==> src/rtl/dadc_pkg.sv <==
package dadc_pkg;
    typedef enum logic [3:0] {
        ST_IDLE, ST_CONV, ST_WAIT, ST_SETUP, ST_STRB, ST_HOLD,
        ST_GAP, ST_FIN, ST_WSETUP, ST_WSTRB, ST_WHOLD
    } seq_state_e;
endpackage

==> src/rtl/dadc_tick_timer.sv <==
module dadc_tick_timer #(
    parameter int W = 4
) (
    input  logic         clk,
    input  logic         rst_n,
    input  logic         load_i,
    input  logic [W-1:0] val_i,
    output logic         zero_o
);
    logic [W-1:0] cnt_d, cnt_q;

    always_comb begin
        cnt_d = cnt_q;
        if (load_i)
            cnt_d = val_i;
        else if (cnt_q != '0)
            cnt_d = cnt_q - 1'b1;
    end

    always_ff @(posedge clk) begin
        if (!rst_n) cnt_q <= '0;
        else        cnt_q <= cnt_d;
    end

    assign zero_o = (cnt_q == '0);
endmodule

==> src/rtl/dadc_busy_guard.sv <==
module dadc_busy_guard #(
    parameter int LIMIT = 1000
) (
    input  logic clk,
    input  logic rst_n,
    input  logic arm_i,
    input  logic busy_a_i,
    input  logic busy_b_i,
    output logic ready_o,
    output logic expired_o
);
    localparam int CW = $clog2(LIMIT + 1) + 1;

    logic [CW-1:0] cnt_d, cnt_q;
    logic          any_busy;

    assign any_busy = busy_a_i | busy_b_i;

    always_comb begin
        cnt_d = '0;
        if (arm_i && any_busy)
            cnt_d = (cnt_q == CW'(LIMIT)) ? cnt_q : cnt_q + 1'b1;
    end

    always_ff @(posedge clk) begin
        if (!rst_n) cnt_q <= '0;
        else        cnt_q <= cnt_d;
    end

    assign ready_o   = !any_busy;
    assign expired_o = arm_i && any_busy && (cnt_q == CW'(LIMIT - 1));

    // the busy counter never runs past its limit
    a_r8_cnt_bound: assert property (@(posedge clk) disable iff (!rst_n)
        cnt_q <= CW'(LIMIT));
endmodule

==> src/rtl/dual_adc_seq.sv <==
module dual_adc_seq
    import dadc_pkg::*;
#(
    parameter int DW         = 16,
    parameter int NCH        = 16,
    parameter int CONV_W     = 2,
    parameter int RD_LOW     = 2,
    parameter int RD_HIGH    = 1,
    parameter int GAP_W      = 1,
    parameter int BUSY_LIMIT = 1000
) (
    input  logic                  clk,
    input  logic                  rst_n,
    input  logic                  start_i,
    input  logic                  wr_req_i,
    input  logic                  wr_dev_i,
    input  logic [DW-1:0]         wr_word_i,
    input  logic                  busy_a_i,
    input  logic                  busy_b_i,
    input  logic [DW-1:0]         bus_d_i,
    output logic [DW-1:0]         bus_d_o,
    output logic                  bus_oe_o,
    output logic [1:0]            cs_n_o,
    output logic                  rd_n_o,
    output logic                  wr_n_o,
    output logic                  conv_o,
    output logic                  smp_valid_o,
    output logic [$clog2(NCH):0]  smp_idx_o,
    output logic [DW-1:0]         smp_data_o,
    output logic                  done_o,
    output logic                  tmo_o
);
    localparam int CHW  = $clog2(NCH);
    localparam int T1   = (CONV_W > RD_LOW) ? CONV_W : RD_LOW;
    localparam int T2   = (RD_HIGH > GAP_W) ? RD_HIGH : GAP_W;
    localparam int TMAX = (T1 > T2) ? T1 : T2;
    localparam int TW   = $clog2(TMAX + 1) + 1;

    typedef struct packed {
        seq_state_e     st;
        logic           dev;
        logic [CHW-1:0] ch;
        logic [1:0]     cs_n;
        logic           rd_n;
        logic           wr_n;
        logic           conv;
        logic           oe;
        logic [DW-1:0]  dout;
        logic           vld;
        logic [CHW:0]   idx;
        logic [DW-1:0]  smp;
        logic           done;
        logic           tmo;
    } seq_regs_t;

    seq_regs_t d, q;

    logic          tm_load;
    logic [TW-1:0] tm_val;
    logic          tm_zero;
    logic          bs_ready;
    logic          bs_expired;
    logic          last_ch;

    dadc_tick_timer #(.W(TW)) u_timer (
        .clk    (clk),
        .rst_n  (rst_n),
        .load_i (tm_load),
        .val_i  (tm_val),
        .zero_o (tm_zero)
    );

    dadc_busy_guard #(.LIMIT(BUSY_LIMIT)) u_guard (
        .clk       (clk),
        .rst_n     (rst_n),
        .arm_i     (q.st == ST_WAIT),
        .busy_a_i  (busy_a_i),
        .busy_b_i  (busy_b_i),
        .ready_o   (bs_ready),
        .expired_o (bs_expired)
    );

    assign last_ch = (q.ch == CHW'(NCH - 1));

    always_comb begin
        d       = q;
        d.vld   = 1'b0;
        d.done  = 1'b0;
        d.tmo   = 1'b0;
        tm_load = 1'b0;
        tm_val  = '0;
        unique case (q.st)
            ST_IDLE: begin
                if (start_i) begin
                    d.st    = ST_CONV;
                    d.conv  = 1'b1;
                    tm_load = 1'b1;
                    tm_val  = TW'(CONV_W - 1);
                end else if (wr_req_i) begin
                    d.st             = ST_WSETUP;
                    d.cs_n           = 2'b11;
                    d.cs_n[wr_dev_i] = 1'b0;
                    d.oe             = 1'b1;
                    d.dout           = wr_word_i;
                end
            end
            ST_CONV: begin
                if (tm_zero) begin
                    d.conv = 1'b0;
                    d.st   = ST_WAIT;
                end
            end
            ST_WAIT: begin
                if (bs_ready) begin
                    d.st   = ST_SETUP;
                    d.dev  = 1'b0;
                    d.ch   = '0;
                    d.cs_n = 2'b10;
                end else if (bs_expired) begin
                    d.st  = ST_IDLE;
                    d.tmo = 1'b1;
                end
            end
            ST_SETUP: begin
                d.st    = ST_STRB;
                d.rd_n  = 1'b0;
                tm_load = 1'b1;
                tm_val  = TW'(RD_LOW - 1);
            end
            ST_STRB: begin
                if (tm_zero) begin
                    d.rd_n = 1'b1;
                    d.vld  = 1'b1;
                    d.idx  = {q.dev, q.ch};
                    d.smp  = bus_d_i;
                    if (last_ch) begin
                        d.cs_n = 2'b11;
                        if (!q.dev) begin
                            d.st    = ST_GAP;
                            tm_load = 1'b1;
                            tm_val  = TW'(GAP_W - 1);
                        end else begin
                            d.st = ST_FIN;
                        end
                    end else begin
                        d.st    = ST_HOLD;
                        tm_load = 1'b1;
                        tm_val  = TW'(RD_HIGH - 1);
                    end
                end
            end
            ST_HOLD: begin
                if (tm_zero) begin
                    d.st    = ST_STRB;
                    d.rd_n  = 1'b0;
                    d.ch    = q.ch + 1'b1;
                    tm_load = 1'b1;
                    tm_val  = TW'(RD_LOW - 1);
                end
            end
            ST_GAP: begin
                if (tm_zero) begin
                    d.st   = ST_SETUP;
                    d.dev  = 1'b1;
                    d.ch   = '0;
                    d.cs_n = 2'b01;
                end
            end
            ST_FIN: begin
                d.st   = ST_IDLE;
                d.done = 1'b1;
            end
            ST_WSETUP: begin
                d.st    = ST_WSTRB;
                d.wr_n  = 1'b0;
                tm_load = 1'b1;
                tm_val  = TW'(RD_LOW - 1);
            end
            ST_WSTRB: begin
                if (tm_zero) begin
                    d.st    = ST_WHOLD;
                    d.wr_n  = 1'b1;
                    tm_load = 1'b1;
                    tm_val  = TW'(RD_HIGH - 1);
                end
            end
            ST_WHOLD: begin
                if (tm_zero) begin
                    d.st   = ST_IDLE;
                    d.cs_n = 2'b11;
                    d.oe   = 1'b0;
                end
            end
            default: d.st = ST_IDLE;
        endcase
    end

    always_ff @(posedge clk) begin
        if (!rst_n) begin
            q      <= '0;
            q.st   <= ST_IDLE;
            q.cs_n <= 2'b11;
            q.rd_n <= 1'b1;
            q.wr_n <= 1'b1;
        end else begin
            q <= d;
        end
    end

    assign bus_d_o     = q.dout;
    assign bus_oe_o    = q.oe;
    assign cs_n_o      = q.cs_n;
    assign rd_n_o      = q.rd_n;
    assign wr_n_o      = q.wr_n;
    assign conv_o      = q.conv;
    assign smp_valid_o = q.vld;
    assign smp_idx_o   = q.idx;
    assign smp_data_o  = q.smp;
    assign done_o      = q.done;
    assign tmo_o       = q.tmo;

    a_r5_one_cs: assert property (@(posedge clk) disable iff (!rst_n)
        cs_n_o != 2'b00);

    a_r5_gap_to_b: assert property (@(posedge clk) disable iff (!rst_n)
        !cs_n_o[1] |-> $past(cs_n_o[0]));

    a_r5_gap_to_a: assert property (@(posedge clk) disable iff (!rst_n)
        !cs_n_o[0] |-> $past(cs_n_o[1]));

    a_r3_busy_clear: assert property (@(posedge clk) disable iff (!rst_n)
        ($fell(cs_n_o[0]) && !bus_oe_o) |-> $past(!busy_a_i && !busy_b_i));

    a_r6_rd_one_cs: assert property (@(posedge clk) disable iff (!rst_n)
        !rd_n_o |-> ($countones(~cs_n_o) == 1));

    a_r7_done_after_last: assert property (@(posedge clk) disable iff (!rst_n)
        done_o |-> ($past(smp_valid_o) && ($past(smp_idx_o) == {(CHW+1){1'b1}})));

    a_r8_tmo_busy: assert property (@(posedge clk) disable iff (!rst_n)
        tmo_o |-> ($past(busy_a_i || busy_b_i) && (cs_n_o == 2'b11)));

    a_r10_wr_drive: assert property (@(posedge clk) disable iff (!rst_n)
        !wr_n_o |-> (bus_oe_o && rd_n_o && !conv_o));
endmodule

==> config.mk <==
export PLATFORM = sky130hd
export DESIGN_NAME = dual_adc_seq
export DESIGN_NICKNAME = d
export VERILOG_FILES = /design/src/rtl/dadc_pkg.sv /design/src/rtl/dadc_tick_timer.sv /design/src/rtl/dadc_busy_guard.sv /design/src/rtl/dual_adc_seq.sv
export SDC_FILE = /design/constraint.sdc
export NUM_CORES = 1
export LEC_CHECK = 0
export ABC_AREA = 1
export CAP_MARGIN = 30
export CELL_PAD_IN_SITES_DETAIL_PLACEMENT = 0
export CELL_PAD_IN_SITES_GLOBAL_PLACEMENT = 1
export CORE_MARGIN = 1.5
export CORE_UTILIZATION = 38
export DETAILED_ROUTE_END_ITERATION = 6
export PLACE_DENSITY = 0.92
export SLEW_MARGIN = 10
export SYNTH_ARGS = -nofsm -noshare
export SYNTH_HDL_FRONTEND = slang
export SYNTH_SLANG_ARGS = --single-unit
==> constraint.sdc <==
create_clock -name clk -period 4.5 [get_ports clk]
set_clock_uncertainty 0.2 [all_clocks]
set_input_delay 0.675 -clock clk [delete_from_list [all_inputs] [get_ports clk]]
set_output_delay 0.675 -clock clk [all_outputs]
set_load 0.05 [all_outputs]
==> flow_metrics.py <==
metrics = {
    "die": {
        "rows": 34,
        "core_area_um2": 8680,
        "io_pins": 85,
        "start_util_pct": 38.9,
        "die_x_um": 97.3,
        "die_area_um2": 9460,
        "die_h_um": 97.3,
    },
    "cts": {
        "htree_levels": 3,
        "insertion_delay_ns": 0.34,
        "clkSinkCount": 69,
        "cts.repair.resized": 0,
        "cts-buffers-inserted": 9,
        "cts_root_buf": "clkbuf_8",
        "clockBufferDepth": 2,
        "postCtsHoldBufs": 0,
        "tritoncts": "built",
        "cts_post_setup_buffers_inserted": 0,
        "clk_pin_slew_ns": 0.08,
    },
    "yosys": {
        "synthArstFlopShare_pct": 0,
        "synth_ff_type": "dfxtp_1",
        "seq_area_frac_synth_pct": 40.9,
        "yosys.area.top_type": "dfxtp_1",
        "synth_top_area_share_pct": 40.9,
        "synth_most_common_cell": "nor2_1",
        "ys_top_cells_by_count": "75 x nor2_1, 69 x dfxtp_1, 67 x nand2_1",
        "ys_seq_elements": 69,
        "synth_edf_count": 0,
        "avgSynthCellArea_um2": 7.67,
        "ys_top_cells_by_area": "dfxtp_1 41%, buf_4 8.7%, nor2_1 8.3%",
        "synth_cell_types": 36,
        "yosysWarnings": 0,
        "syn_area_um2": 3380,
        "syn_nets": 484,
        "postSynthCellCount": 440,
    },
    "outcome": {
        "status": "finished, final reports clean",
    },
    "place": {
        "dp_hpwl_um": 5490,
        "port_buffers": 84,
        "place_congestion": 0.912,
        "dp_cells": 586,
    },
    "detailed_routing": {
        "wl_per_cell_um": 12.3,
        "vias_per_cell": 4.75,
        "drcViolationCount": 0,
        "postRouteAntennaNets": 0,
        "vias": 2857,
        "first_pass_iters": 5,
        "wirelength_um": 7380,
        "drtIter0Drc": 66,
    },
    "worst_setup_path": {
        "crit_path_max_incr_delay_ns": 0.82,
        "crit_slowest_cell": "clkdlybuf4s50_1",
        "cp.arrival_ns": 1.53,
        "worst_r2r_endpoint": "smp_idx_o[4]",
        "path_cells": "clkdlybuf4s50_1",
        "criticalPathCategory": "flop to output port",
        "cp_data_required_time_ns": 3.62,
        "cp_num_buf_inv": 1,
        "r2r_slack_ns": 2.47,
        "cp_top_family": "buffers and inverters",
        "worst_setup_path_start_kind": "flop",
        "reg2reg_depth": 9,
        "end_kind": "output port",
        "timing.rr.start": "u_timer.cnt_q[0]",
        "critPathMaxFanout": 2,
    },
    "power_and_ir_drop": {
        "peakVddDrop_v": 0.000184,
        "p_clk_share_pct": 24.5,
        "p_seq_share_pct": 33.6,
        "p_switching_mw": 0.959,
        "swShare_pct": 41.5,
        "p_comb_share_pct": 41.9,
        "p_leak_nw": 1.75,
        "power.density_nw_per_um2": 546,
        "p_int_mw": 1.35,
    },
    "run": {
        "drv_cap": 0,
    },
    "timing": {
        "relSlewSlack_pct": 65.6,
        "period_needed_ns": 2.40,
        "tightest_slew_ns": 0.514,
        "setup_viol": 0,
        "hold_viol": 0,
        "tns_ns": 0,
        "rsz0062_at_grt": "no",
        "fin_crit_sh_pct": 53.4,
        "fmax_ghz": 0.416,
        "finalMaxSlewViolations": 0,
    },
    "grt": {
        "grt_max_degree": 30,
        "track_usage_pct": 16.0,
        "grt-ovfl-total": 0,
        "first_global_vias": 2745,
        "grt_pass1_wl_um": 12500,
        "antenna_found_initial": 0,
    },
    "layout": {
        "nets": 533,
        "diodes": 0,
        "synthToLayoutAreaGrowth_pct": 25.2,
        "final_layout_size_suffix_gt1_share_pct": 11.3,
        "final_cells": 602,
        "fill_cells": 862,
    },
    "hold_path": {
        "hp-start": "smp_idx_o[2]",
        "hp-class": "flop to flop",
        "hold_depth": 2,
        "min_to": "smp_idx_o[2]",
    },
}
## layout by cell type (no fill, tap or decap), drive strengths merged
master / instances
nand2: 78
or2: 4
o211ai: 1
xnor2: 1
nor3: 3
a211o: 1
a211oi: 2
ha: 5
inv: 43
clkinv: 4
nor4: 1
nand3: 27
xor2: 4
bufinv: 2
clkdlybuf4s50: 84
clkbuf: 10
buf: 1
a21oi: 13
nand4: 3
o22ai: 1
dfxtp: 69
o21ai: 35
o21bai: 1
a22o: 16
nor2: 85
## sequential cells by signal, summed over array words and instances (netlist names), 2 cells and up
name           flops
smp_idx_o          5
q                  9
smp_data_o        16
u_timer.cnt_q      3
u_guard.cnt_q     11
bus_d_o           16
cs_n_o             2
## cell families after synthesis
family	count (synthesis)	share of synthesized area, %
fa+ha+maj	5	1.85
compound gates	70	12.7
simple gates	201	27.9
buf+inv	90	15.3
flops	69	40.9
xor+xnor	5	1.30
## power by group through the flow
stage | Sequential, mW | Clock, mW | Combinational, mW
after global placement | 0.789 | 0 | 0.958
after detailed placement | 0.790 | 0 | 0.965
after CTS | 0.777 | 0.583 | 0.970
after global routing | 0.789 | 0.605 | 1.06
after floorplan | 0.820 | 0 | 0.746
final | 0.777 | 0.566 | 0.967
## layout make-up
class                      instances  area [um2]  share of cell area (%)
sequential                        69        1380                    32.7
inverter                          43         163                    3.85
clock inverter                     6        95.1                    2.25
multi-input combinational        281        1480                    35.0
tap                              108         135                    3.20
clock buffer                      10         128                    3.02
timing repair buffer              85         848                    20.1
## worst max path at each step
stage,from,endpoint,slack (ns),cells past startpoint
3_5_place_dp,rst_n,smp_idx_o[1],1.80,6
4_1_cts,conv_o,conv_o,2.07,1
2_1_floorplan,u_timer.cnt_q[0],smp_data_o[10],2.83,8
3_3_place_gp,rst_n,smp_idx_o[0],1.85,6
6_report,wr_n_o,wr_n_o,2.10,1
5_1_grt,rst_n,smp_idx_o[3],1.99,6
## layer usage
layer	global-route usage [%]	vias to the layer above	wire length (um)	part of all wire, %
met5	0	-	0	0
met4	5.38	0	138	1.9
met3	4.24	16	376	5.1
met2	27.4	77	3500	47
met1	19.5	1290	3370	46
li1	-	1474	-	-
## metrics by stage
stage	area (um2)	power, mW	util [%]	setup slack, ns	hold WS (ns)
2_1_floorplan	3380	1.57	-	2.83	0.234
3_3_place_gp	4010	1.75	46.2	1.85	0.251
3_5_place_dp	4010	1.76	46.2	1.80	0.256
4_1_cts	4230	2.33	48.7	2.07	0.275
5_1_grt	4230	2.46	48.7	1.99	0.291
6_report	4230	2.31	48.7	2.10	0.267
Note: power is estimated with default switching activity, not from simulation.
